File: src/rtl/rtx_pkg.sv
package rtx_pkg;
    localparam int BUF_W     = 64;
    localparam int WORD_W    = 8;
    localparam int WORD_CNT  = 6;
    localparam int DATA_BITS = WORD_W * WORD_CNT;
    localparam int CNT_W     = $clog2(DATA_BITS + 2);

    typedef enum logic [0:0] {
        ST_IDLE  = 1'b0,
        ST_SHIFT = 1'b1
    } tx_state_e;

    // Commands issued by the sequencer to the buffer datapath.
    typedef struct packed {
        logic load;
        logic shift;
        logic parity;
    } shift_cmd_t;

    // Odd parity: the returned bit makes the total count of ones odd.
    function automatic logic odd_parity(input logic [DATA_BITS-1:0] d);
        return ~(^d);
    endfunction
endpackage

File: src/rtl/rtx_sync.sv
module rtx_sync #(
    parameter int STAGES = 2
) (
    input  logic clk,
    input  logic rst,
    input  logic async_in,
    output logic sync_out
);
    logic [STAGES-1:0] chain_q;

    always_ff @(posedge clk) begin
        if (rst) chain_q <= '0;
        else     chain_q <= {chain_q[STAGES-2:0], async_in};
    end

    assign sync_out = chain_q[STAGES-1];
endmodule

File: src/rtl/rtx_shifter.sv
module rtx_shifter
    import rtx_pkg::*;
(
    input  logic             clk,
    input  logic             rst,
    input  shift_cmd_t       cmd,
    input  logic [BUF_W-1:0] load_data,
    output logic             ser_out
);
    logic [BUF_W-1:0] buf_q;
    logic             par_q;
    logic             out_q;

    always_ff @(posedge clk) begin
        if (rst) begin
            buf_q <= '0;
            par_q <= 1'b0;
            out_q <= 1'b0;
        end else if (cmd.load) begin
            buf_q <= load_data;
            par_q <= odd_parity(load_data[BUF_W-1 -: DATA_BITS]);
            out_q <= 1'b0;
        end else if (cmd.shift) begin
            out_q <= buf_q[BUF_W-1];
            buf_q <= {buf_q[BUF_W-2:0], 1'b0};
        end else if (cmd.parity) begin
            out_q <= par_q;
        end
    end

    assign ser_out = out_q;

    assert_cmd_exclusive_R10: assert property (@(posedge clk) disable iff (rst)
        $onehot0({cmd.load, cmd.shift, cmd.parity}));
endmodule

File: src/rtl/rtx_ctrl.sv
module rtx_ctrl
    import rtx_pkg::*;
(
    input  logic       clk,
    input  logic       rst,
    input  logic       sclk_s,
    input  logic       req_s,
    input  logic       load_stb,
    output shift_cmd_t cmd,
    output logic       data_ready,
    output logic       frame_irq
);
    tx_state_e        state_q;
    logic [CNT_W-1:0] cnt_q;
    logic             sclk_prev_q;
    logic             ready_q;
    logic             irq_q;

    logic sclk_rise, start, abort, step, last;

    always_comb begin
        sclk_rise  = sclk_s & ~sclk_prev_q;
        start      = (state_q == ST_IDLE) && ready_q && req_s && sclk_rise;
        abort      = (state_q == ST_SHIFT) && !req_s;
        step       = (state_q == ST_SHIFT) && req_s && sclk_rise;
        last       = step && (cnt_q == CNT_W'(DATA_BITS));
        cmd.shift  = start || (step && !last);
        cmd.parity = last;
        cmd.load   = load_stb && (state_q == ST_IDLE) && !start;
    end

    always_ff @(posedge clk) begin
        if (rst) begin
            state_q     <= ST_IDLE;
            cnt_q       <= '0;
            sclk_prev_q <= 1'b0;
            ready_q     <= 1'b0;
            irq_q       <= 1'b0;
        end else begin
            sclk_prev_q <= sclk_s;
            irq_q       <= last;
            if (start)         ready_q <= 1'b0;
            else if (cmd.load) ready_q <= 1'b1;
            if (start) begin
                state_q <= ST_SHIFT;
                cnt_q   <= CNT_W'(1);
            end else if (abort || last) begin
                state_q <= ST_IDLE;
                cnt_q   <= '0;
            end else if (step) begin
                cnt_q   <= cnt_q + CNT_W'(1);
            end
        end
    end

    assign data_ready = ready_q;
    assign frame_irq  = irq_q;

    assert_ready_low_busy_R7: assert property (@(posedge clk) disable iff (rst)
        (state_q == ST_SHIFT) |-> !data_ready);
    assert_irq_single_R8: assert property (@(posedge clk) disable iff (rst)
        frame_irq |=> !frame_irq);
    assert_abort_idle_R9: assert property (@(posedge clk) disable iff (rst)
        ((state_q == ST_SHIFT) && !req_s) |=> ((state_q == ST_IDLE) && !frame_irq && !data_ready));
    assert_load_sets_ready_R2: assert property (@(posedge clk) disable iff (rst)
        (load_stb && (state_q == ST_IDLE) && !req_s) |=> data_ready);
    assert_cnt_bound_R5: assert property (@(posedge clk) disable iff (rst)
        cnt_q <= CNT_W'(DATA_BITS));
endmodule

File: src/rtl/req_serial_tx.sv
module req_serial_tx
    import rtx_pkg::*;
#(
    parameter int SYNC_STAGES = 2
) (
    input  logic             clk,
    input  logic             rst,
    input  logic             load_stb,
    input  logic [BUF_W-1:0] load_data,
    input  logic             xfer_req,
    input  logic             ser_clk,
    output logic             data_ready,
    output logic             ser_out,
    output logic             frame_irq
);
    logic       sclk_s;
    logic       req_s;
    shift_cmd_t cmd;

    rtx_sync #(.STAGES(SYNC_STAGES)) u_sync_sclk (
        .clk(clk), .rst(rst), .async_in(ser_clk), .sync_out(sclk_s)
    );

    rtx_sync #(.STAGES(SYNC_STAGES)) u_sync_req (
        .clk(clk), .rst(rst), .async_in(xfer_req), .sync_out(req_s)
    );

    rtx_ctrl u_ctrl (
        .clk(clk), .rst(rst), .sclk_s(sclk_s), .req_s(req_s),
        .load_stb(load_stb), .cmd(cmd),
        .data_ready(data_ready), .frame_irq(frame_irq)
    );

    rtx_shifter u_shifter (
        .clk(clk), .rst(rst), .cmd(cmd),
        .load_data(load_data), .ser_out(ser_out)
    );

    assert_irq_not_ready_R8: assert property (@(posedge clk) disable iff (rst)
        frame_irq |-> !data_ready);
endmodule

File: config.mk
export PLATFORM = sky130hd
export DESIGN_NAME = req_serial_tx
export DESIGN_NICKNAME = d
export VERILOG_FILES = /design/src/rtl/rtx_pkg.sv /design/src/rtl/rtx_sync.sv /design/src/rtl/rtx_shifter.sv /design/src/rtl/rtx_ctrl.sv /design/src/rtl/req_serial_tx.sv
export SDC_FILE = /design/constraint.sdc
export NUM_CORES = 1
export LEC_CHECK = 0
export ABC_AREA = 1
export BUFFER_PORTS_ARGS = -buffer_cell sky130_fd_sc_hd__buf_2
export CORE_ASPECT_RATIO = 1.25
export CORE_MARGIN = 8
export CORE_UTILIZATION = 55
export CTS_BUF_LIST = sky130_fd_sc_hd__clkbuf_4 sky130_fd_sc_hd__clkbuf_8 sky130_fd_sc_hd__clkbuf_16
export DETAILED_ROUTE_END_ITERATION = 10
export PLACE_DENSITY_LB_ADDON = 0.3
export SLEW_MARGIN = 20
export SYNTH_ARGS = -nofsm -noshare
export SYNTH_HDL_FRONTEND = slang
export SYNTH_HIERARCHICAL = 1
export SYNTH_SLANG_ARGS = --single-unit
File: constraint.sdc
create_clock -name clk -period 3.9 [get_ports clk]
set_input_delay 0.39 -clock clk [delete_from_list [all_inputs] [get_ports clk]]
set_output_delay 0.39 -clock clk [all_outputs]
set_load 0.1 [all_outputs]
Word-level counts from Yosys, hierarchy flattened
Index checks and enable logic that the tools add are counted.
W data, S select, Z words.

operators by class
  add/subtract/negate cells = 1
  $mul = 0
  div/mod/pow operators = 0
  order comparisons = 0
  equal/unequal tests = 1
  shift-type cells = 0
  mux-type cells = 9
  bitwise logic cells = 4
  reductions and logical operators = 23

operators by type and width
  cell                   number
  $mux W64               2
  $reduce_xor A48 Y1     1
  $logic_and A1 B1 Y1    10
  $mux W1                7
  $add A6 B1 Y6 const B  1
  $eq A6 B6 Y1 const B   1
  $reduce_bool A2 Y1     3
  $reduce_or A2 Y1       2
  $logic_not A1 Y1       3
  $not A1 Y1             3
  $reduce_bool A3 Y1     1
  $reduce_or A3 Y1       1
  $logic_or A1 B1 Y1     2
  $and A1 B1 Y1          1

storage, ports and cells
  register bits = 80
  bits in latches = 0
  bits in writable memories = 0
  bits in read-only memories = 0
  input bits = 69
  output and inout port bits = 3
  word-level logic and storage cells = 49
  memories = 0

Logic depth before layout (Yosys ltp)
  depth after elaboration = 9
  gate-level depth with buffers = 17
  gate-level depth less buffers = 17

Modules after synthesis
Netlist, hierarchy kept.

modules (own cells, without submodules)
  module       instances  cells an instance  area each (um2)  sequential area each (um2)
  rtx_shifter  1          554                3711.1           1321.3
  rtx_ctrl     1          77                 523.0            200.2
  rtx_sync     2          6                  55.1             40.0

Least setup slack after synthesis
No wires, ideal clock.

  kind = register to register
  start = register u_ctrl.ready_q (netlist: u_ctrl/data_ready)
  end = register u_shifter.buf_q[25]
  arrival time = 2.372 ns
  setup slack = 1.411 ns
  cell stages (with the launch flop) = 10
  clock period less this slack = 2.489 ns
  cells stage by stage = dfxtp_1 nand4_1 nand2_1 nor2_1 nor2_2 inv_1 buf_2 buf_2 o221ai_1 nor2_1

RTL lines
  element                   RTL line           text
  start: declaration        rtx_ctrl.sv:16     logic ready_q;
  start signal: assignment  rtx_ctrl.sv:37     ready_q <= 1'b0;
  start signal: assignment  rtx_ctrl.sv:42     if (start) ready_q <= 1'b0;
  start signal: assignment  rtx_ctrl.sv:43     else if (cmd.load) ready_q <= 1'b1;
  end signal: assignment    rtx_shifter.sv:20  buf_q <= load_data;
  end signal: assignment    rtx_shifter.sv:25  buf_q <= {buf_q[BUF_W-2:0], 1'b0};
  end: declaration          rtx_shifter.sv:10  logic [BUF_W-1:0] buf_q;

==> metrics.cfg <==
[clock_tree]
cts-root-to-sink-buffers=2
number_of_buffers_added_for_setup_after_cts=0
source_to_sink_clock_delay_at_the_later_pin_of_the_worst_skew_pair_ns=0.35
cts.root.buffer_cell=clkbuf_8
worst_setup_hold_path_clk_slew_ns=0.08
post_cts.resized_instances=0
holdBufCountCts=0
tritoncts_clock_tree=built
h-tree-depth=3
cts_buffers=9
cts.sink_count=80

[placed_design]
placement.cell_area_um2=4720
finalWeightedCongestion=0.828
port-buffer-count=71
post-dp-hpwl_um=7110

[sta]
finalMaxSlewViolations=0
tns_ns=0
final.period_utilization=0.699
worst-slew-pin-transition_ns=0.998
finalHoldViolCount=0
unrepaired_setup_endpoints_after_global_routing=no
clock_skew_ns=0.00915
final_period_minus_worst_setup_slack_ns=2.73
max_freq_ghz=0.367
finalSetupViolations=0
max-slew-margin-rel=0.334

[global_route]
largest_net_degree_at_the_start_of_global_routing=64
gr-total-overflow=0
number_of_antenna_violations_at_the_first_check_in_global_routing=0
grt_pass1_wl_um=16400
grt_pass1_vias=3895
grt_util_all_layers=0.182

[routing]
post_drt_wl_per_cell_um=12.3
drt_drc_violations_left=0
vias_per_cell=5.09
via_count=4089
detail_route.iter0.violations=257
postRouteWirelength_um=9860
ant_nets=0
drt_pre_antenna_iters=4

[yosys]
synth-seq-area-share=0.369
synthTopCellsByArea=dfxtp_1, nand2_1, nor2_1, o221ai_1, inv_1
syn_inst=643
synth_top_cell_by_area=dfxtp_1
syn_avg_cell_area_um2=6.76
synth.distinct_cells=33
syn-num-nets=714
synth_top_cell_area_share=0.369
ys.warnings.count=6
synth_area_um2=4340
ys_seq_elements=80

[final_layout]
final_common_cell=nand2_1
layout.area.seq_um2=1600
antennaDiodeCount=0
finalNetCount=774
final_cell_mix=nand2_1, nor2_1, inv_1, dfxtp_1, buf_2
final_core_util=0.643
drive_above_1_share=0.150
multi_input_gate_area_um2=2280
fillCellCount=709
layout-area-overhead-vs-synth_pct=14.6
final_cell_area_um2=4980

[floorplan]
ioPinCount=72
floorplan.die_area_um2=11000
count_of_standard_cell_rows=36
fp.coreArea_um2=7750
chipHeight_um=115
die_w_um=95.5
start_util=0.561

[worst_setup_path]
critical_path.endpoint_type=flip-flop
required_ns=4.19
critPathArrivalTime_ns=3.01
setup.worst_path.start_class=flip-flop
critical-path-slowest-cell=clkinv_1
slowest_delay_ns=0.48
critical-path-top-delay-family=buffers and inverters
crit_path_max_fanout=31
worstSetupPathType=flip-flop to flip-flop
path_cells=inv_1 > nor2_1 > nand4_1 > nand2_1 > nor2_2 > buf_4 > nor2_1 > clkinv_1 > buf_4 > o21ai_0 > nand2_1 > inv_1
path_buf_inv=5

[status]
run_status=complete, no violations

[worst_hold_path]
hp-class=input pin to flip-flop

[pwr]
cellPowerDensity_nw_per_um2=401
total_power_mw=2.00
static-leakage-power_nw=2.62
ir_worst_vdd_uv=324

[run]
max_cap_violations=0

stage by stage:
step	cells	setup slack [ns]	hold WS (ns)
6_report	803	1.17	0.247
3_3_place_gp	787	1.35	0.390
3_5_place_dp	787	1.27	0.397
4_1_cts	803	1.18	0.234
5_1_grt	803	0.889	0.251
2_1_floorplan	643	1.41	0.388
metal layers:
layer  wire, um  GRT usage  vias up
li1           -          -     2144
met1       4320      0.210     1850
met2       4910      0.316       86
met3        491     0.0405        9
met4        135     0.0709        0
met5          0          0        -
synth_stat cells (all sizes together):
library cell	instances
a221oi	1
a21oi	5
o21ai	19
o221ai	47
xnor2	24
nor2	122
nor3	2
xor2	15
and2	1
clkbuf	15
a211oi	1
o211ai	4
nand3	5
ha	2
nand4	1
o21bai	2
buf	11
a22oi	4
nand2	193
inv	89
dfxtp	80
tightest hold or removal path, cell delays in order:
cell and delay (ns):
buf_2 0.10, inv_1 0.04, nor2_1 0.03
worst paths after layout:
path,slack (ns),startpoint,end,depth (start not counted)
setup / recovery,1.17,u_sync_sclk/chain_q[1]$_SDFF_PP0_,u_shifter/buf_q[56]$_SDFFE_PP0P_,12
hold / removal,0.25,ser_clk,u_sync_sclk/chain_q[0]$_SDFF_PP0_,3
setup reg to reg,1.17,u_sync_sclk/chain_q[1]$_SDFF_PP0_,u_shifter/buf_q[56]$_SDFFE_PP0P_,12
hold reg to reg,0.41,u_sync_req/chain_q[0]$_SDFF_PP0_,u_sync_req/chain_q[1]$_SDFF_PP0_,2
cells by family after synthesis:
family / count (synthesis) / synth area share
buffers and inverters: 115 / 0.107
and+or+nand+nor: 324 / 0.290
DFF: 80 / 0.369
xor gates and xnor gates: 39 / 0.0855
adders and majority gates: 2 / 0.00576
AOI/OAI and AO/OA: 83 / 0.143
power breakdown:
part	internal [mW]	switching, mW	total (mW)
combinational	0.135	0.211	0.345
clock	0.470	0.296	0.766
sequential	0.865	0.0222	0.887
total	1.47	0.529	2.00
flip-flops by register name (all words and copies together), names as in the netlist:
signal	cells
u_shifter/buf_q	64
u_shifter/par_q	1
u_sync_sclk/chain_q	2
u_ctrl/cnt_q	6
u_sync_req/chain_q	2
u_ctrl/state_q	1
u_ctrl/frame_irq	1
u_shifter/ser_out	1
u_ctrl/data_ready	1
u_ctrl/sclk_prev_q	1
cell type report:
type | instances | share of cell area
Multi-Input combinational cell | 448 | 0.458
Sequential cell | 80 | 0.322
Timing Repair Buffer | 75 | 0.0774
Inverter | 89 | 0.0671
Clock buffer | 12 | 0.0319
Tap cell | 95 | 0.0239
Clock inverter | 4 | 0.0198
Note: power is estimated with default switching activity, not from simulation.
